$ cat src/rtl/psr_pkg.sv
package psr_pkg;
   localparam int PSW_W   = 32;
   localparam int MODE_W  = 5;
   localparam int KIND_N  = 7;
   localparam int KIND_W  = $clog2(KIND_N);
   localparam int BANK_N  = 5;

   localparam logic [MODE_W-1:0] M_USR = 5'h10;
   localparam logic [MODE_W-1:0] M_FIQ = 5'h11;
   localparam logic [MODE_W-1:0] M_IRQ = 5'h12;
   localparam logic [MODE_W-1:0] M_SVC = 5'h13;
   localparam logic [MODE_W-1:0] M_ABT = 5'h17;
   localparam logic [MODE_W-1:0] M_UND = 5'h1B;
   localparam logic [MODE_W-1:0] M_SYS = 5'h1F;

   localparam logic [PSW_W-1:0] PSW_KEEP  = 32'hF000_00FF;
   localparam logic [PSW_W-1:0] PSW_RESET = 32'h0000_00D3;

   // request index order is the priority order, 0 highest
   localparam int K_RST  = 0;
   localparam int K_DABT = 1;
   localparam int K_FIQ  = 2;
   localparam int K_IRQ  = 3;
   localparam int K_PABT = 4;
   localparam int K_UND  = 5;
   localparam int K_SVC  = 6;

   function automatic logic [MODE_W-1:0] kind_mode(input logic [KIND_W-1:0] k);
      case (k)
         KIND_W'(K_RST):  kind_mode = M_SVC;
         KIND_W'(K_DABT): kind_mode = M_ABT;
         KIND_W'(K_FIQ):  kind_mode = M_FIQ;
         KIND_W'(K_IRQ):  kind_mode = M_IRQ;
         KIND_W'(K_PABT): kind_mode = M_ABT;
         KIND_W'(K_UND):  kind_mode = M_UND;
         default:         kind_mode = M_SVC;
      endcase
   endfunction

   function automatic logic [7:0] kind_offset(input logic [KIND_W-1:0] k);
      case (k)
         KIND_W'(K_RST):  kind_offset = 8'h00;
         KIND_W'(K_DABT): kind_offset = 8'h10;
         KIND_W'(K_FIQ):  kind_offset = 8'h1C;
         KIND_W'(K_IRQ):  kind_offset = 8'h18;
         KIND_W'(K_PABT): kind_offset = 8'h0C;
         KIND_W'(K_UND):  kind_offset = 8'h04;
         default:         kind_offset = 8'h08;
      endcase
   endfunction

   function automatic logic kind_sets_f(input logic [KIND_W-1:0] k);
      kind_sets_f = (k == KIND_W'(K_RST)) || (k == KIND_W'(K_FIQ));
   endfunction

   function automatic logic [MODE_W-1:0] bank_mode(input int b);
      case (b)
         0:       bank_mode = M_FIQ;
         1:       bank_mode = M_IRQ;
         2:       bank_mode = M_SVC;
         3:       bank_mode = M_ABT;
         default: bank_mode = M_UND;
      endcase
   endfunction
endpackage

$ cat src/rtl/psr_arbiter.sv
module psr_arbiter #(
   parameter int N = 7,
   localparam int IDX_W = (N > 1) ? $clog2(N) : 1
) (
   input  logic [N-1:0]     req,
   output logic [N-1:0]     grant,
   output logic             any,
   output logic [IDX_W-1:0] idx
);
   if (N < 2) begin : g_bad_n
      $error("psr_arbiter needs at least two requests");
   end

   for (genvar i = 0; i < N; i++) begin : g_pri
      if (i == 0) begin : g_top
         assign grant[i] = req[i];
      end else begin : g_rest
         assign grant[i] = req[i] & ~(|req[i-1:0]);
      end
   end

   assign any = |req;

   always_comb begin
      idx = '0;
      for (int i = 0; i < N; i++) begin
         if (grant[i]) idx = idx | IDX_W'(i);
      end
   end
endmodule

$ cat src/rtl/psr_saved_bank.sv
module psr_saved_bank
   import psr_pkg::*;
#(
   parameter int W  = PSW_W,
   parameter int NB = BANK_N
) (
   input  logic              clk,
   input  logic              rst_n,
   input  logic              wr_en,
   input  logic [MODE_W-1:0] wr_mode,
   input  logic [W-1:0]      wr_data,
   input  logic [MODE_W-1:0] rd_mode,
   output logic [W-1:0]      rd_data,
   output logic              rd_valid
);
   if (NB < 1 || NB > BANK_N) begin : g_bad_nb
      $error("psr_saved_bank: NB out of range");
   end

   logic [W-1:0]  slot_q [NB];
   logic [NB-1:0] rd_hit;

   for (genvar b = 0; b < NB; b++) begin : g_slot
      always_ff @(posedge clk or negedge rst_n) begin
         if (!rst_n)                              slot_q[b] <= '0;
         else if (wr_en && wr_mode == bank_mode(b)) slot_q[b] <= wr_data;
      end
      assign rd_hit[b] = (rd_mode == bank_mode(b));
   end

   always_comb begin
      rd_data = '0;
      for (int b = 0; b < NB; b++) begin
         if (rd_hit[b]) rd_data = rd_data | slot_q[b];
      end
   end

   assign rd_valid = |rd_hit;
endmodule

$ cat src/rtl/psr_vector.sv
module psr_vector
   import psr_pkg::*;
#(
   parameter int                ADDR_W   = 32,
   parameter logic [ADDR_W-1:0] VEC_BASE = '0
) (
   input  logic [KIND_W-1:0] kind,
   output logic [ADDR_W-1:0] vec
);
   assign vec = VEC_BASE + ADDR_W'(kind_offset(kind));
endmodule

$ cat src/rtl/psr_exc_ctrl.sv
module psr_exc_ctrl
   import psr_pkg::*;
#(
   parameter int                ADDR_W   = 32,
   parameter logic [ADDR_W-1:0] VEC_BASE = '0
) (
   input  logic              clk,
   input  logic              rst_n,
   input  logic              flag_we,
   input  logic [3:0]        flag_nzcv,
   input  logic              psw_we,
   input  logic [31:0]       psw_wdata,
   input  logic              ret_req,
   input  logic              irq_req,
   input  logic              fiq_req,
   input  logic              rst_req,
   input  logic              und_req,
   input  logic              svc_req,
   input  logic              pabt_req,
   input  logic              dabt_req,
   input  logic [ADDR_W-1:0] pc_in,
   output logic [31:0]       psw,
   output logic [31:0]       saved_psw,
   output logic              exc_take,
   output logic [ADDR_W-1:0] vec_pc,
   output logic              lr_we,
   output logic [4:0]        lr_mode,
   output logic [ADDR_W-1:0] lr_data
);
   if (ADDR_W < 8) begin : g_bad_addr
      $error("psr_exc_ctrl: ADDR_W must be at least 8");
   end
   if (VEC_BASE[4:0] != 5'd0) begin : g_bad_base
      $error("psr_exc_ctrl: VEC_BASE must be 32-byte aligned");
   end

   logic [PSW_W-1:0]  psw_q, psw_d;
   logic [KIND_N-1:0] req, grant;
   logic              take;
   logic [KIND_W-1:0] kind;
   logic [MODE_W-1:0] new_mode;
   logic [PSW_W-1:0]  saved_rd;
   logic              saved_ok;

   always_comb begin
      req         = '0;
      req[K_RST]  = rst_req;
      req[K_DABT] = dabt_req;
      req[K_FIQ]  = fiq_req & ~psw_q[6];
      req[K_IRQ]  = irq_req & ~psw_q[7];
      req[K_PABT] = pabt_req;
      req[K_UND]  = und_req;
      req[K_SVC]  = svc_req;
   end

   psr_arbiter #(.N(KIND_N)) u_arb (
      .req   (req),
      .grant (grant),
      .any   (take),
      .idx   (kind)
   );

   assign new_mode = kind_mode(kind);

   psr_saved_bank #(.W(PSW_W), .NB(BANK_N)) u_bank (
      .clk      (clk),
      .rst_n    (rst_n),
      .wr_en    (take),
      .wr_mode  (new_mode),
      .wr_data  (psw_q),
      .rd_mode  (psw_q[4:0]),
      .rd_data  (saved_rd),
      .rd_valid (saved_ok)
   );

   psr_vector #(.ADDR_W(ADDR_W), .VEC_BASE(VEC_BASE)) u_vec (
      .kind (kind),
      .vec  (vec_pc)
   );

   always_comb begin
      psw_d = psw_q;
      if (take)
         psw_d = {psw_q[31:8], 1'b1, psw_q[6] | kind_sets_f(kind), 1'b0, new_mode};
      else if (ret_req && saved_ok)
         psw_d = saved_rd;
      else if (psw_we)
         psw_d = psw_wdata & PSW_KEEP;
      else if (flag_we)
         psw_d[31:28] = flag_nzcv;
   end

   always_ff @(posedge clk or negedge rst_n) begin
      if (!rst_n) psw_q <= PSW_RESET;
      else        psw_q <= psw_d;
   end

   assign psw       = psw_q;
   assign saved_psw = saved_rd;
   assign exc_take  = take;
   assign lr_we     = take;
   assign lr_mode   = new_mode;
   assign lr_data   = pc_in;

   // ---------------- assertions ----------------
   logic past_ok;
   always_ff @(posedge clk or negedge rst_n) begin
      if (!rst_n) past_ok <= 1'b0;
      else        past_ok <= 1'b1;
   end

   assert_unused_zero_R1: assert property (@(posedge clk) disable iff (!rst_n)
      psw[27:8] == 20'd0);

   assert_irq_masked_R4: assert property (@(posedge clk) disable iff (!rst_n)
      psw[7] |-> !grant[K_IRQ]);

   assert_fiq_masked_R5: assert property (@(posedge clk) disable iff (!rst_n)
      psw[6] |-> !grant[K_FIQ]);

   assert_grant_onehot_R6: assert property (@(posedge clk) disable iff (!rst_n)
      $onehot0(grant) && (exc_take == (grant != '0)));

   assert_vec_range_R7: assert property (@(posedge clk) disable iff (!rst_n)
      exc_take |-> ((vec_pc - VEC_BASE) <= ADDR_W'(8'h1C)) && (vec_pc[1:0] == 2'b00));

   assert_flag_load_R2: assert property (@(posedge clk) disable iff (!rst_n)
      (past_ok && flag_we && !psw_we && !ret_req && !exc_take) |=>
      (psw[31:28] == $past(flag_nzcv)) && (psw[7:0] == $past(psw[7:0])));

   assert_entry_bits_R9: assert property (@(posedge clk) disable iff (!rst_n)
      (past_ok && exc_take) |=>
      psw[7] && !psw[5] && (psw[4:0] == $past(lr_mode)) && (psw[31:28] == $past(psw[31:28])));

   assert_saved_copy_R10: assert property (@(posedge clk) disable iff (!rst_n)
      (past_ok && exc_take) |=> (saved_psw == $past(psw)));

   assert_return_R11: assert property (@(posedge clk) disable iff (!rst_n)
      (past_ok && ret_req && !exc_take && saved_ok) |=> (psw == $past(saved_psw)));
endmodule

$ cat config.mk
export PLATFORM = sky130hd
export DESIGN_NAME = psr_exc_ctrl
export DESIGN_NICKNAME = d
export VERILOG_FILES = /design/src/rtl/psr_pkg.sv /design/src/rtl/psr_arbiter.sv /design/src/rtl/psr_saved_bank.sv /design/src/rtl/psr_vector.sv /design/src/rtl/psr_exc_ctrl.sv
export SDC_FILE = /design/constraint.sdc
export NUM_CORES = 1
export LEC_CHECK = 0
export ABC_AREA = 0
export BUFFER_PORTS_ARGS = -buffer_cell sky130_fd_sc_hd__buf_4
export CAP_MARGIN = 0
export CORE_AREA = 5 5 133 135
export CTS_BUF_LIST = sky130_fd_sc_hd__clkbuf_8
export DETAILED_ROUTE_END_ITERATION = 7
export DIE_AREA = 0 0 138 140
export GPL_TIMING_DRIVEN = 0
export PLACE_DENSITY = 0.82
export SLEW_MARGIN = 20
export SYNTH_ARGS = -nofsm -noshare
export SYNTH_HDL_FRONTEND = slang
export SYNTH_SLANG_ARGS = --single-unit
$ cat constraint.sdc
create_clock -name clk -period 2.9 [get_ports clk]
set_clock_uncertainty 0.15 [all_clocks]
set_input_delay 0.58 -clock clk [delete_from_list [all_inputs] [get_ports clk]]
set_output_delay 0.58 -clock clk [all_outputs]
set_load 0.05 [all_outputs]
# == Yosys cells after proc, flatten, opt, wreduce, memory -nomap -nowiden ==
# Cells that the tools add are included.
# totals
ff_bits,192
latchBits,0
ram_bits,0
rom_bits,0
n_memories,0
# op_classes
addsub,0
mul,0
div_mod_pow,0
order_cmp,0
eq_ne,15
shift,0
mux,18
bitwise_logic,22
reduce_logical,21
# ops
operator,count
$mux W32,6
$or A32 B32 Y32,4
$eq A5 B5 Y1 const B,10
$pmux W5 S6,1
$mux W28,1
$pmux W4 S4,1
$reduce_or A5 Y1,2
$mux W3,3
$not A1 Y1,9
$and A1 B1 Y1,8
$mux W4,2
$mux W8,1
$reduce_or A7 Y1,1
$eq A3 B2 Y1 const B,2
$eq A3 B3 Y1 const B,2
$logic_and A1 B1 Y1,6
$reduce_bool A3 Y1,2
$reduce_or A6 Y1,1
$mux W2,2
$reduce_and A2 Y1,2
$reduce_or A2 Y1,2
$reduce_or A4 Y1,1
$eq A3 B1 Y1 const B,1
$logic_not A3 Y1,1
other kinds (5),5

# == Longest topological paths before layout ==
# Gate-level depths: netlist of run 1.
# depth
word_depth,14
depth_mapped,9

# == Hierarchy ==
# A second synthesis of run 1 with hierarchy kept.
# unflattened
hier_cells,730
hier_area_um2,9532.9
# modules_own_cells
mod,n_inst,cells_each,area_each_um2,seq_area_each_um2
psr_saved_bank,1,512,7393.3,4003.8
psr_exc_ctrl,1,162,1756.7,807.0
psr_vector,1,36,260.2,0.0
psr_arbiter,1,20,122.6,0.0

# == Worst setup path before layout of run 1 ==
# OpenSTA, ideal clock, no wires.
# synth_timing
kind,reg2out
startpoint,register psw_q[6] (netlist: psw[6])
endpoint,output port vec_pc[2]
t_arrival_ns,2.353
setup_slack_ns,-0.183
stages_incl_launch_ff,6
n_path_buf,1
cell_sequence,dfstp_2 -> nand2b_1 -> nor3_2 -> inv_2 -> clkbuf_1 -> nand2_1
# synth_between
elab_chain_cells,11
elab_cells_between_ends,27
cone_classes,eq/ne (5); mux (6); bitwise (11); reduce/logical (5)
# synth_rtl
element,line,source
from (decl),psr_exc_ctrl.sv:37,"logic [PSW_W-1:0] psw_q, psw_d;"
from (signal assigned),psr_exc_ctrl.sv:95,else psw_q <= psw_d;
$not A1 Y1 (*),psr_exc_ctrl.sv:49,req[K_FIQ] = fiq_req & ~psw_q[6];
$and A1 B1 Y1 (*),psr_exc_ctrl.sv:49,
$reduce_or A3 Y1,psr_arbiter.sv:18,assign grant[i] = req[i] & ~(|req[i-1:0]);
$not A1 Y1,psr_arbiter.sv:18,
$and A1 B1 Y1,psr_arbiter.sv:18,
$mux W2,psr_arbiter.sv:27,if (grant[i]) idx = idx | IDX_W'(i);
$mux W3 (2 in series),psr_arbiter.sv:27,
$mux W3 (*),psr_arbiter.sv:27,
"$eq A3 B3 Y1, or another cell as far along",psr_pkg.sv:41,case (k)
$pmux W5 S6 (*),psr_pkg.sv:41,
to (decl),psr_exc_ctrl.sv:25,"output logic [ADDR_W-1:0] vec_pc,"
# Mark *: on every way between the ends. The rest lies on a longest branch, timed or not.

# == Worst setup path in the final report of run 1 ==
# layout_timing
startpoint,register psw_q[3] (netlist: psw[3])
endpoint,output port saved_psw[13]
# layout_between
elab_chain_cells,10
elab_cells_between_ends,14
cone_classes,eq/ne (5); mux (5); bitwise (4)
# layout_rtl
element,line,source
$eq A5 B5 Y1,psr_saved_bank.sv:28,assign rd_hit[b] = (rd_mode == bank_mode(b));
$mux W32,psr_saved_bank.sv:34,if (rd_hit[b]) rd_data = rd_data | slot_q[b];
$or A32 B32 Y32,psr_saved_bank.sv:34,
$mux W32,psr_saved_bank.sv:34,
$or A32 B32 Y32,psr_saved_bank.sv:34,
$mux W32,psr_saved_bank.sv:34,
$or A32 B32 Y32,psr_saved_bank.sv:34,
$mux W32,psr_saved_bank.sv:34,
$or A32 B32 Y32,psr_saved_bank.sv:34,
$mux W32 (*),psr_saved_bank.sv:34,
to (decl),psr_exc_ctrl.sv:23,"output logic [31:0] saved_psw,"
# Marked as above.

==> impl_results.md, run 1 <==
* Status: finished, violations left
* Failing checks: negative setup slack
* First-pass GRT wire length at 39.8 mm
* Synth area leaders: dfrtp_1, mux2_2, buf_4
* Crit Reg-Reg Startpoint: psw[7]
* DRC at 0
* Post-synth EDFFs at 0
* Yosys Warn Count at 0
* IO Port Bufs at 131
* Worst Tran Pin Value at 841 ps
* Flop-to-flop setup slack at 190 ps
* Peak supply drop at 0.000299 V
* Slew margin rel. at 43.9%
* Post-Synthesis Cells at 768
* Clock share of power at 28.7%
* CP arrival at 2350 ps
* Fin util at 72.6%
* Clk sink count at 192
* Crit path top cell by count: buf_8
* Core area at 0.0163 mm^2
* Synthesized flop and latch total at 192
* Final WS setup at -182 ps
* Placed cells at 1149
* Hold wc startpoint: psw_wdata[4]
* Combinational power share at 21.2%
* DRT Pass-1 Iters at 6
* Pwr/cell area at 485 mW/mm^2
* Min-Delay Path Class: input port to flip-flop
* Die span in x at 138 um
* Sequential power share at 50.1%
* Number of DRC markers in iteration 0 at 903
* P_sw at 0.00177 W
* Initial core utilization at 55.1%
* Root Buffer: clkbuf_8
* Sw Share at 30.7%
* Clk slew on worst S/H paths at 90 ps
* Core Rows at 47
* Gpl congestion at 0.877
* Total power at 0.00576 W
* Setup CP Type: flip-flop to output port
* Grt total ovfl at 0
* Internal at 0.00399 W
* Hpwl dp at 16.4 mm
* Final period utilization at 106%
* Nets@finish at 1071
* Worst hold path depth at 3
* Worst Path Max Fanout at 5
* Final Hold Viols at 0
* Yosys cell types at 52
* Pins Over Slew Limit at 0
* Total track usage at 25.8%
* R2r endpoint: u_bank.slot_q[93]
* Syn Area/Cell at 11.7 um^2
* Vias per cell at 5.85
* Largest net degree at the start of global routing at 70
* Worst-case clock buffer depth at 2
* Post-layout min period at 3080 ps
* Non-Filler Instances at 1225
* Area grow syn2layout at 31.9%
* IO Pins at 215
* Setup_tns at -1610 ps
* Number of buffers created by CTS at 17
* H-tree levels at 4
* Total Routed Length at 25.9 mm
* Share of post-route cells with drive strength above 1 at 49.8%
* FFs w/ async S/R, synth at 100%
* Yosys top cell area share at 52.0%
* Pleak at 6.00 nW
* Endpoints failing setup at 23
* Slowest CP cell: a222oi_1
* Path depth of the worst reg2reg path at 5
* Startpoint types: flip-flop
* Critical path cell sequence: and2_1, and2_4, buf_8, a222oi_1, nand2_2, buf_8
* Post-synth top area cell: dfrtp_1
* CTS tree: built
* Max Cap Viol at 0
* Initial antenna violation count at 2
* WL/cell at 21.1 um
* Clk_lat worst skew at 470 ps
* Post-Synthesis Cell Area at 0.00900 mm^2
* Slowest stage delay, CP at 460 ps
* RSZ-0062 raised after global routing: yes
* Top_reg_cell synth: dfrtp_1
* Critical Path RT at 2170 ps
* Number of fill cells at 1089
* Worst hold slack at 276 ps
* Crit path launch: psw[3]
* WHS Endpoint: psw[4]
* Count of antenna-violating nets left after detailed routing at 0
* Die area at 0.0193 mm^2
* Vias in the first global route at 7153
* Crit. End Element: output port
* Sequential share of the synthesized area at 53.5%
* Total number of vias at 7167
* Die Span Y at 140 um
* Maximum clock frequency at 324 MHz
synth_stat cells (all sizes together), types with 5 or more instances:
library cell,n
a222oi,18
and2,7
a22o,21
o21ai,13
mux2i,12
a22oi,26
mux2,130
inv,9
nor2b,9
a21oi,12
a31oi,5
dfrtp,187
nand3,12
nor2,17
nand2,123
dfstp,5
clkbuf,23
buf,86
placed cells by master, fill, tap and decap left out, drive strengths merged, types with 5 or more instances in the layout:
cell type,count
o21ai,13
dfstp,5
nand2,123
a21oi,12
a22oi,26
nand3,12
a31oi,5
buf,263
mux2i,12
nor2b,9
mux2,130
a222oi,18
clkbuf,41
dfrtp,187
nor2,17
conb,30
inv,10
clkinv,6
a22o,21
and2,7
final cells by class:
cell class | count | area, um^2 | share of cell area, %
inverters | 9 | 37.5 | 0.316
clock buffers | 20 | 275 | 2.32
clock inverters | 12 | 93.8 | 0.791
diodes | 1 | 2.50 | 0.0211
plain buffers | 106 | 836 | 7.04
multi-input cells | 486 | 3810 | 32.1
well taps | 220 | 275 | 2.32
flip-flops and latches | 192 | 4810 | 40.6
repair buffers | 179 | 1720 | 14.5
state kept, by name (all words and copies together) (netlist names):
signal         count
u_bank.slot_q    160
psw               32
kinds of logic (layout without fill, tap and decap cells):
kind of cell	count (synthesis)	count (layout)	share of synthesized area, %
compound gates	127	127	11.3
simple gates	187	187	9.31
buf+inv	118	326	8.22
mux	142	142	17.6
flops	192	192	53.5
other cells	2	31	0.0834
worst max path at each step:
stage	end	slack, ps
2_1_floorplan	saved_psw[18]	9
3_3_place_gp	saved_psw[13]	-660
3_5_place_dp	saved_psw[8]	-670
4_1_cts	saved_psw[8]	-90
5_1_grt	saved_psw[27]	-170
6_report	saved_psw[13]	-180
metal layers:
metal	vias to the layer above	global-route usage, %	wire length (um)
li1	3104	-	-
met1	3612	34.0	10200
met2	386	41.7	13000
met3	65	6.24	2030
met4	0	9.93	708
met5	-	0	0
repair_timing:
item                       in CTS  in global routing
buffers inserted               28                 14
cloned                          2                  3
pin swaps                      32                 26
resized for setup             123                 43
setup endpoints to repair      55                 49
hold endpoints to repair       52                  0
hold buffers                    1                  0
per-stage QoR:
step / cell area, um^2 / setup WS [ps]
3_3_place_gp: 10400 / -663
5_1_grt: 11900 / -173
3_5_place_dp: 10500 / -670
2_1_floorplan: 9160 / 9.02
6_report: 11900 / -182
4_1_cts: 11600 / -90.9
worst max-delay path: cells and delay by family, from the launching register on:
| kind | cells | cell delay (ps) |
|---|---|---|
| and+or+nand+nor | 3 | 660 |
| AOI/OAI and AO/OA | 1 | 460 |
| DFF | 1 | 430 |
| buffers and inverters | 2 | 340 |
power by group through the flow:
| stage | sequential [W] | clock (W) | combinational, W |
|---|---|---|---|
| final | 0.00289 | 0.00165 | 0.00122 |
| after global routing | 0.00290 | 0.00180 | 0.00128 |
| after CTS | 0.00287 | 0.00167 | 0.00114 |
| after detailed placement | 0.00292 | 0 | 0.00106 |
| after global placement | 0.00292 | 0 | 0.00103 |
| after floorplan | 0.00297 | 0 | 0.000668 |
Note: power is estimated with default switching activity, not from simulation.
==> run 2: changes to the inputs <==
--- a/config.mk
+++ b/config.mk
@@ -10,6 +10,6 @@
 export CAP_MARGIN = 0
-export CORE_AREA = 5 5 133 135
+export CORE_AREA = 5 5 153 118
 export CTS_BUF_LIST = sky130_fd_sc_hd__clkbuf_8
 export DETAILED_ROUTE_END_ITERATION = 7
-export DIE_AREA = 0 0 138 140
+export DIE_AREA = 0 0 158 123
 export GPL_TIMING_DRIVEN = 0
==> constraint.sdc (replaced) <==
create_clock -name clk -period 3.25 [get_ports clk]
set_clock_uncertainty 0.15 [all_clocks]
set_input_delay 0.4875 -clock clk [delete_from_list [all_inputs] [get_ports clk]]
set_output_delay 0.4875 -clock clk [all_outputs]
set_load 0.05 [all_outputs]
==> run 2 against run 1 <==
Against the previous run: the run now ends clean; global-route usage down 1.9 points; largest cell class unchanged; die area rose by 0.59%; first-iteration DRC count decreased by 29%; count of clock-buffer cells in the layout is 3 lower; cell area decreased by 8.2%; combinational power decreased by 23%; power decreased by 12%; setup slack better by 290 ps; critical endpoint is now lr_mode[2]; highest routed layer unchanged; non-clock buffer count down 40.
==> impl_results.md, run 2 (same netlist as run 1, synthesis figures left out) <==
* Internal at 0.00345 W
* Total track usage at 23.9%
* CTS tree: built
* Setup CP Type: flip-flop to output port
* Sequential power share at 50.7%
* IO Port Bufs at 131
* Clk sink count at 192
* Area grow syn2layout at 21.1%
* Core Rows at 41
* Ant. Diodes at 0
* Crit path capture: lr_mode[2]
* Number of buffers created by CTS at 17
* First-pass GRT wire length at 36.1 mm
* Initial core utilization at 54.7%
* Total number of vias at 6783
* IO Pins at 215
* Clock share of power at 30.6%
* Count of antenna-violating nets left after detailed routing at 0
* Placed cells at 1143
* Pins Over Slew Limit at 0
* P_sw at 0.00161 W
* Worst hold path depth at 3
* Die Span Y at 123 um
* Worst path bufs/invs at 2
* CP arrival at 2510 ps
* Total Routed Length at 23.1 mm
* Worst Path Max Fanout at 10
* Sw Share at 31.8%
* Worst Tran Pin Value at 941 ps
* Path depth of the worst reg2reg path at 5
* Combinational power share at 18.7%
* Maximum clock frequency at 318 MHz
* Flop-to-flop setup slack at 410 ps
* Slew margin rel. at 37.2%
* Setup_tns at 0 ps
* Endpoints failing setup at 0
* Hpwl dp at 16.5 mm
* Vias in the first global route at 6685
* Worst-case clock buffer depth at 2
* Post-layout min period at 3150 ps
* Crit Reg-Reg Startpoint: psw[7]
* Max reg flops at 160
* Pleak at 5.60 nW
* Die area at 0.0194 mm^2
* Slowest CP cell: dfstp_2
* Reg with most FFs: u_bank.slot_q
* Number of DRC markers in iteration 0 at 639
* Most common cell after layout, fill and taps aside: buf_4
* Share of post-route cells with drive strength above 1 at 42.7%
* Grt total ovfl at 0
* Crit path depth at 5
* Slowest stage delay, CP at 640 ps
* Status: completed
* Crit path max-delay family: flip-flops
* R2r endpoint: u_bank.slot_q[94]
* Vias per cell at 5.75
* Critical path cell sequence: nand2b_1, a31oi_1, nor2_2, buf_2, buf_4
* DRT Pass-1 Iters at 7
* Peak supply drop at 0.000245 V
* Startpoint types: flip-flop
* RSZ-0062 raised after global routing: no
* Die span in x at 158 um
* Crit. End Element: output port
* Initial antenna violation count at 0
* Nets@finish at 1031
* Final period utilization at 96.8%
* Final Hold Viols at 0
* Pwr/cell area at 464 mW/mm^2
* Clk_lat worst skew at 470 ps
* Clk slew on worst S/H paths at 100 ps
* Max Cap Viol at 0
* Critical Path RT at 2610 ps
* Non-Filler Instances at 1179
* Gpl congestion at 0.907
* WL/cell at 19.6 um
* Largest net degree at the start of global routing at 103
* Worst hold slack at 199 ps
* Root Buffer: clkbuf_8
* Most frequent cells in the layout: buf_4, dfrtp_1, mux2_2
* DRC at 0
* Crit path launch: psw[6]
* Core area at 0.0165 mm^2
* Min-Delay Path Class: input port to flip-flop
* H-tree levels at 4
run 2: changes by cell type in the layout (fill, tap and decap cells not counted), sizes merged:
cell      previous run  this run
buf                263       222
inv                 10        18
clkinvlp             4         0
clkbuf              41        39
clkinv               6         5
diode                1         0
run 2: layout make-up:
type                    count  area (um^2)
fillers                  1263         5570
flip-flops and latches    192         4820
multi-input cells         486         3600
repair buffers            139         1080
plain buffers             106          722
well taps                 215          269
clock buffers              17          234
clock inverters            15          150
inverters                   9         33.8
run 2: per-stage QoR:
stage,util (%),total power [W],instance area (um^2),setup WS (ps)
floorplan,-,0.00324,9100,259
global placement,62.9,0.00352,10400,-154
detailed placement,63.1,0.00354,10400,-163
CTS,65.9,0.00507,10800,16.4
global route,66.2,0.00524,10900,4.58
finish,66.2,0.00506,10900,103
run 2: worst min-delay path, cell delays in order:
cell and delay, ps:
buf_4 80, mux2i_1 60, o221ai_1 150
run 2: per-layer routing:
layer / wire (um) / part of all wire [%] / GRT usage (%)
met5: 0 / 0 / 0
met4: 443 / 1.9 / 6.55
met3: 1930 / 8.4 / 4.79
met2: 11000 / 48 / 37.8
met1: 9680 / 42 / 34.2
run 2: timing repair:
action                                  in CTS  in global routing
resized for setup                           18                 10
hold buffers                                 1                  0
hold endpoints to repair                    86                  0
pin swaps                                    1                  2
setup buffers                                2                  4
endpoints found under the setup margin      29                 25
gates cloned                                 0                  0
run 2: power groups by stage:
stage	logic (W)	registers, W	clock network (W)
floorplan	0.000592	0.00265	0
global placement	0.000917	0.00260	0
detailed placement	0.000933	0.00261	0
CTS	0.000942	0.00256	0.00157
global route	0.000999	0.00258	0.00166
finish	0.000945	0.00256	0.00155
run 2: worst min path at each step:
stage	endpoint	slack, ps	from
CTS	psw[2]	190	psw_wdata[2]
finish	psw[2]	200	psw_wdata[2]
detailed placement	u_bank.slot_q[159]	310	u_bank.slot_q[159]
global placement	u_bank.slot_q[155]	310	u_bank.slot_q[155]
floorplan	psw[10]	40	rst_n
global route	psw[2]	200	psw_wdata[2]
==> run 3: changes to the inputs <==
--- a/config.mk
+++ b/config.mk
@@ -20 +20,2 @@
 export SYNTH_SLANG_ARGS = --single-unit
+export TNS_END_PERCENT = 20
==> constraint.sdc (replaced) <==
create_clock -name clk -period 3.25 [get_ports clk]
set_clock_uncertainty 0.15 [all_clocks]
set_input_delay 0.325 -clock clk [delete_from_list [all_inputs] [get_ports clk]]
set_output_delay 0.325 -clock clk [all_outputs]
set_load 0.05 [all_outputs]
==> run 3 against run 2 <==
Against the previous run: critical path depth rose by 2; count of clock-buffer cells in the layout did not move; cell area fell by 0.31%; non-clock buffer count rose by 1; largest power group unchanged.
==> impl_results.md, run 3 (same netlist as run 1, synthesis figures left out) <==
* CP arrival at 2710 ps
* Endpoints failing setup at 0
* Worst-case clock buffer depth at 2
* Slowest stage delay, CP at 570 ps
* Critical path cell sequence: buf_2, nand3b_1, nor3_4, clkbuf_2, a22oi_1, nand2_1, buf_4
* Crit Reg-Reg Startpoint: psw[7]
* Hpwl dp at 16.5 mm
* Path depth of the worst reg2reg path at 5
* Peak supply drop at 0.000245 V
* Number of buffers created by CTS at 17
* Most common cell after layout, fill and taps aside: buf_4
* Clk sink count at 192
* Total track usage at 23.9%
* Initial core utilization at 54.7%
* Ant. Diodes at 0
* Pins Over Slew Limit at 0
* IO Pins at 215
* Worst path bufs/invs at 3
* Crit path max-delay family: buffers and inverters
* Count of antenna-violating nets left after detailed routing at 0
* Startpoint types: flip-flop
* Grt total ovfl at 0
* Setup_tns at 0 ps
* Hold wc startpoint: psw_wdata[2]
* DRT Pass-1 Iters at 8
* Core area at 0.0165 mm^2
* Final WS setup at 62.2 ps
* Status: completed
* Root Buffer: clkbuf_8
* Final period utilization at 98.1%
* Total Routed Length at 23.1 mm
* WL/cell at 19.6 um
* Clk_lat worst skew at 460 ps
* Post-DP Area at 0.0104 mm^2
* Gpl congestion at 0.907
* Initial antenna violation count at 0
* Die area at 0.0194 mm^2
* Maximum clock frequency at 314 MHz
* R2r endpoint: u_bank.slot_q[94]
* Worst hold path depth at 3
* Vias in the first global route at 6676
* Crit. End Element: output port
* Slew margin rel. at 36.7%
* Number of DRC markers in iteration 0 at 705
* WHS Endpoint: psw[2]
* CTS tree: built
* Share of post-route cells with drive strength above 1 at 42.2%
* Slowest CP cell: dfstp_2
* Worst Path Max Fanout at 10
* Pleak at 5.59 nW
* Nets@finish at 1032
* Total power at 0.00506 W
* Core Rows at 41
* Area grow syn2layout at 20.7%
* Most frequent cells in the layout: buf_4, dfrtp_1, mux2_2
* Number of fill cells at 1266
* Post-layout min period at 3190 ps
* Min-Delay Path Class: input port to flip-flop
* DRC at 0
* IO Port Bufs at 131
* RSZ-0062 raised after global routing: yes
* Pwr/cell area at 465 mW/mm^2
* DP Worst Slack at -0.717 ps
* Final Hold Viols at 0
* H-tree levels at 4
* Reg with most FFs: u_bank.slot_q
* Flop-to-flop setup slack at 470 ps
* Cell area after layout at 0.0109 mm^2
* Worst hold slack at 33.7 ps
* Max reg flops at 160
* Die Span Y at 123 um
* First-pass GRT wire length at 36.0 mm
* Critical Path RT at 2770 ps
* Vias per cell at 5.78
* Clk slew on worst S/H paths at 100 ps
* Worst Tran Pin Value at 950 ps
* Setup CP Type: flip-flop to output port
* Die span in x at 158 um
* Largest net degree at the start of global routing at 103
* Total number of vias at 6820
* Max Cap Viol at 0
[run 3: stage by stage]
step | util, % | cells
after floorplan | - | 796
after global placement | 62.9 | 1142
after detailed placement | 63.1 | 1143
after CTS | 65.7 | 1177
after global routing | 66.0 | 1180
final | 66.0 | 1180
[run 3: power by group]
| group | total (W) | internal [W] | switching, W |
|---|---|---|---|
| Sequential | 0.00256 | 0.00249 | 0.0000747 |
| Combinational | 0.000942 | 0.000325 | 0.000617 |
| Clock | 0.00155 | 0.000635 | 0.000917 |
| Total | 0.00506 | 0.00345 | 0.00161 |
[run 3: final cells by class]
class | count | area [um^2] | area share (%)
Timing Repair Buffer | 137 | 1060 | 9.74
Clock inverter | 15 | 150 | 1.38
Multi-Input combinational cell | 486 | 3580 | 33.0
Sequential cell | 192 | 4810 | 44.3
Buffer | 109 | 726 | 6.68
Inverter | 9 | 33.8 | 0.311
Tap cell | 215 | 269 | 2.48
Clock buffer | 17 | 234 | 2.15
[run 3: worst max path at each step]
stage | start | to | slack, ps | depth (start not counted)
2_1_floorplan | psw[6] | vec_pc[2] | 420 | 5
3_3_place_gp | psw[1] | saved_psw[12] | 8 | 7
3_5_place_dp | psw[1] | saved_psw[12] | -0.7 | 7
4_1_cts | psw[6] | vec_pc[2] | 7 | 6
5_1_grt | psw[1] | saved_psw[12] | -20 | 7
6_report | psw[1] | saved_psw[12] | 60 | 7
[run 3: repair_timing]
action	4_1_cts	5_1_grt
pin swaps	1	2
endpoints found under the hold margin	86	0
setup endpoints to repair	22	25
hold buffers	1	0
gates resized for setup	9	10
setup buffers	1	3
[run 3: worst register-to-register path: cells and delay by family, from the launching register on]
family,cells,cell delay (ps)
mux,1,400
simple gates,2,450
compound gates,1,750
flops,1,420
buf+inv,1,510
[run 3: per-layer routing]
layer / track usage [%] / up-vias / wire [um]
met3: 4.65 / 47 / 1930
met2: 37.2 / 321 / 10800
li1: - / 3025 / -
met4: 6.87 / 0 / 480
met1: 34.5 / 3427 / 9870
met5: 0 / - / 0
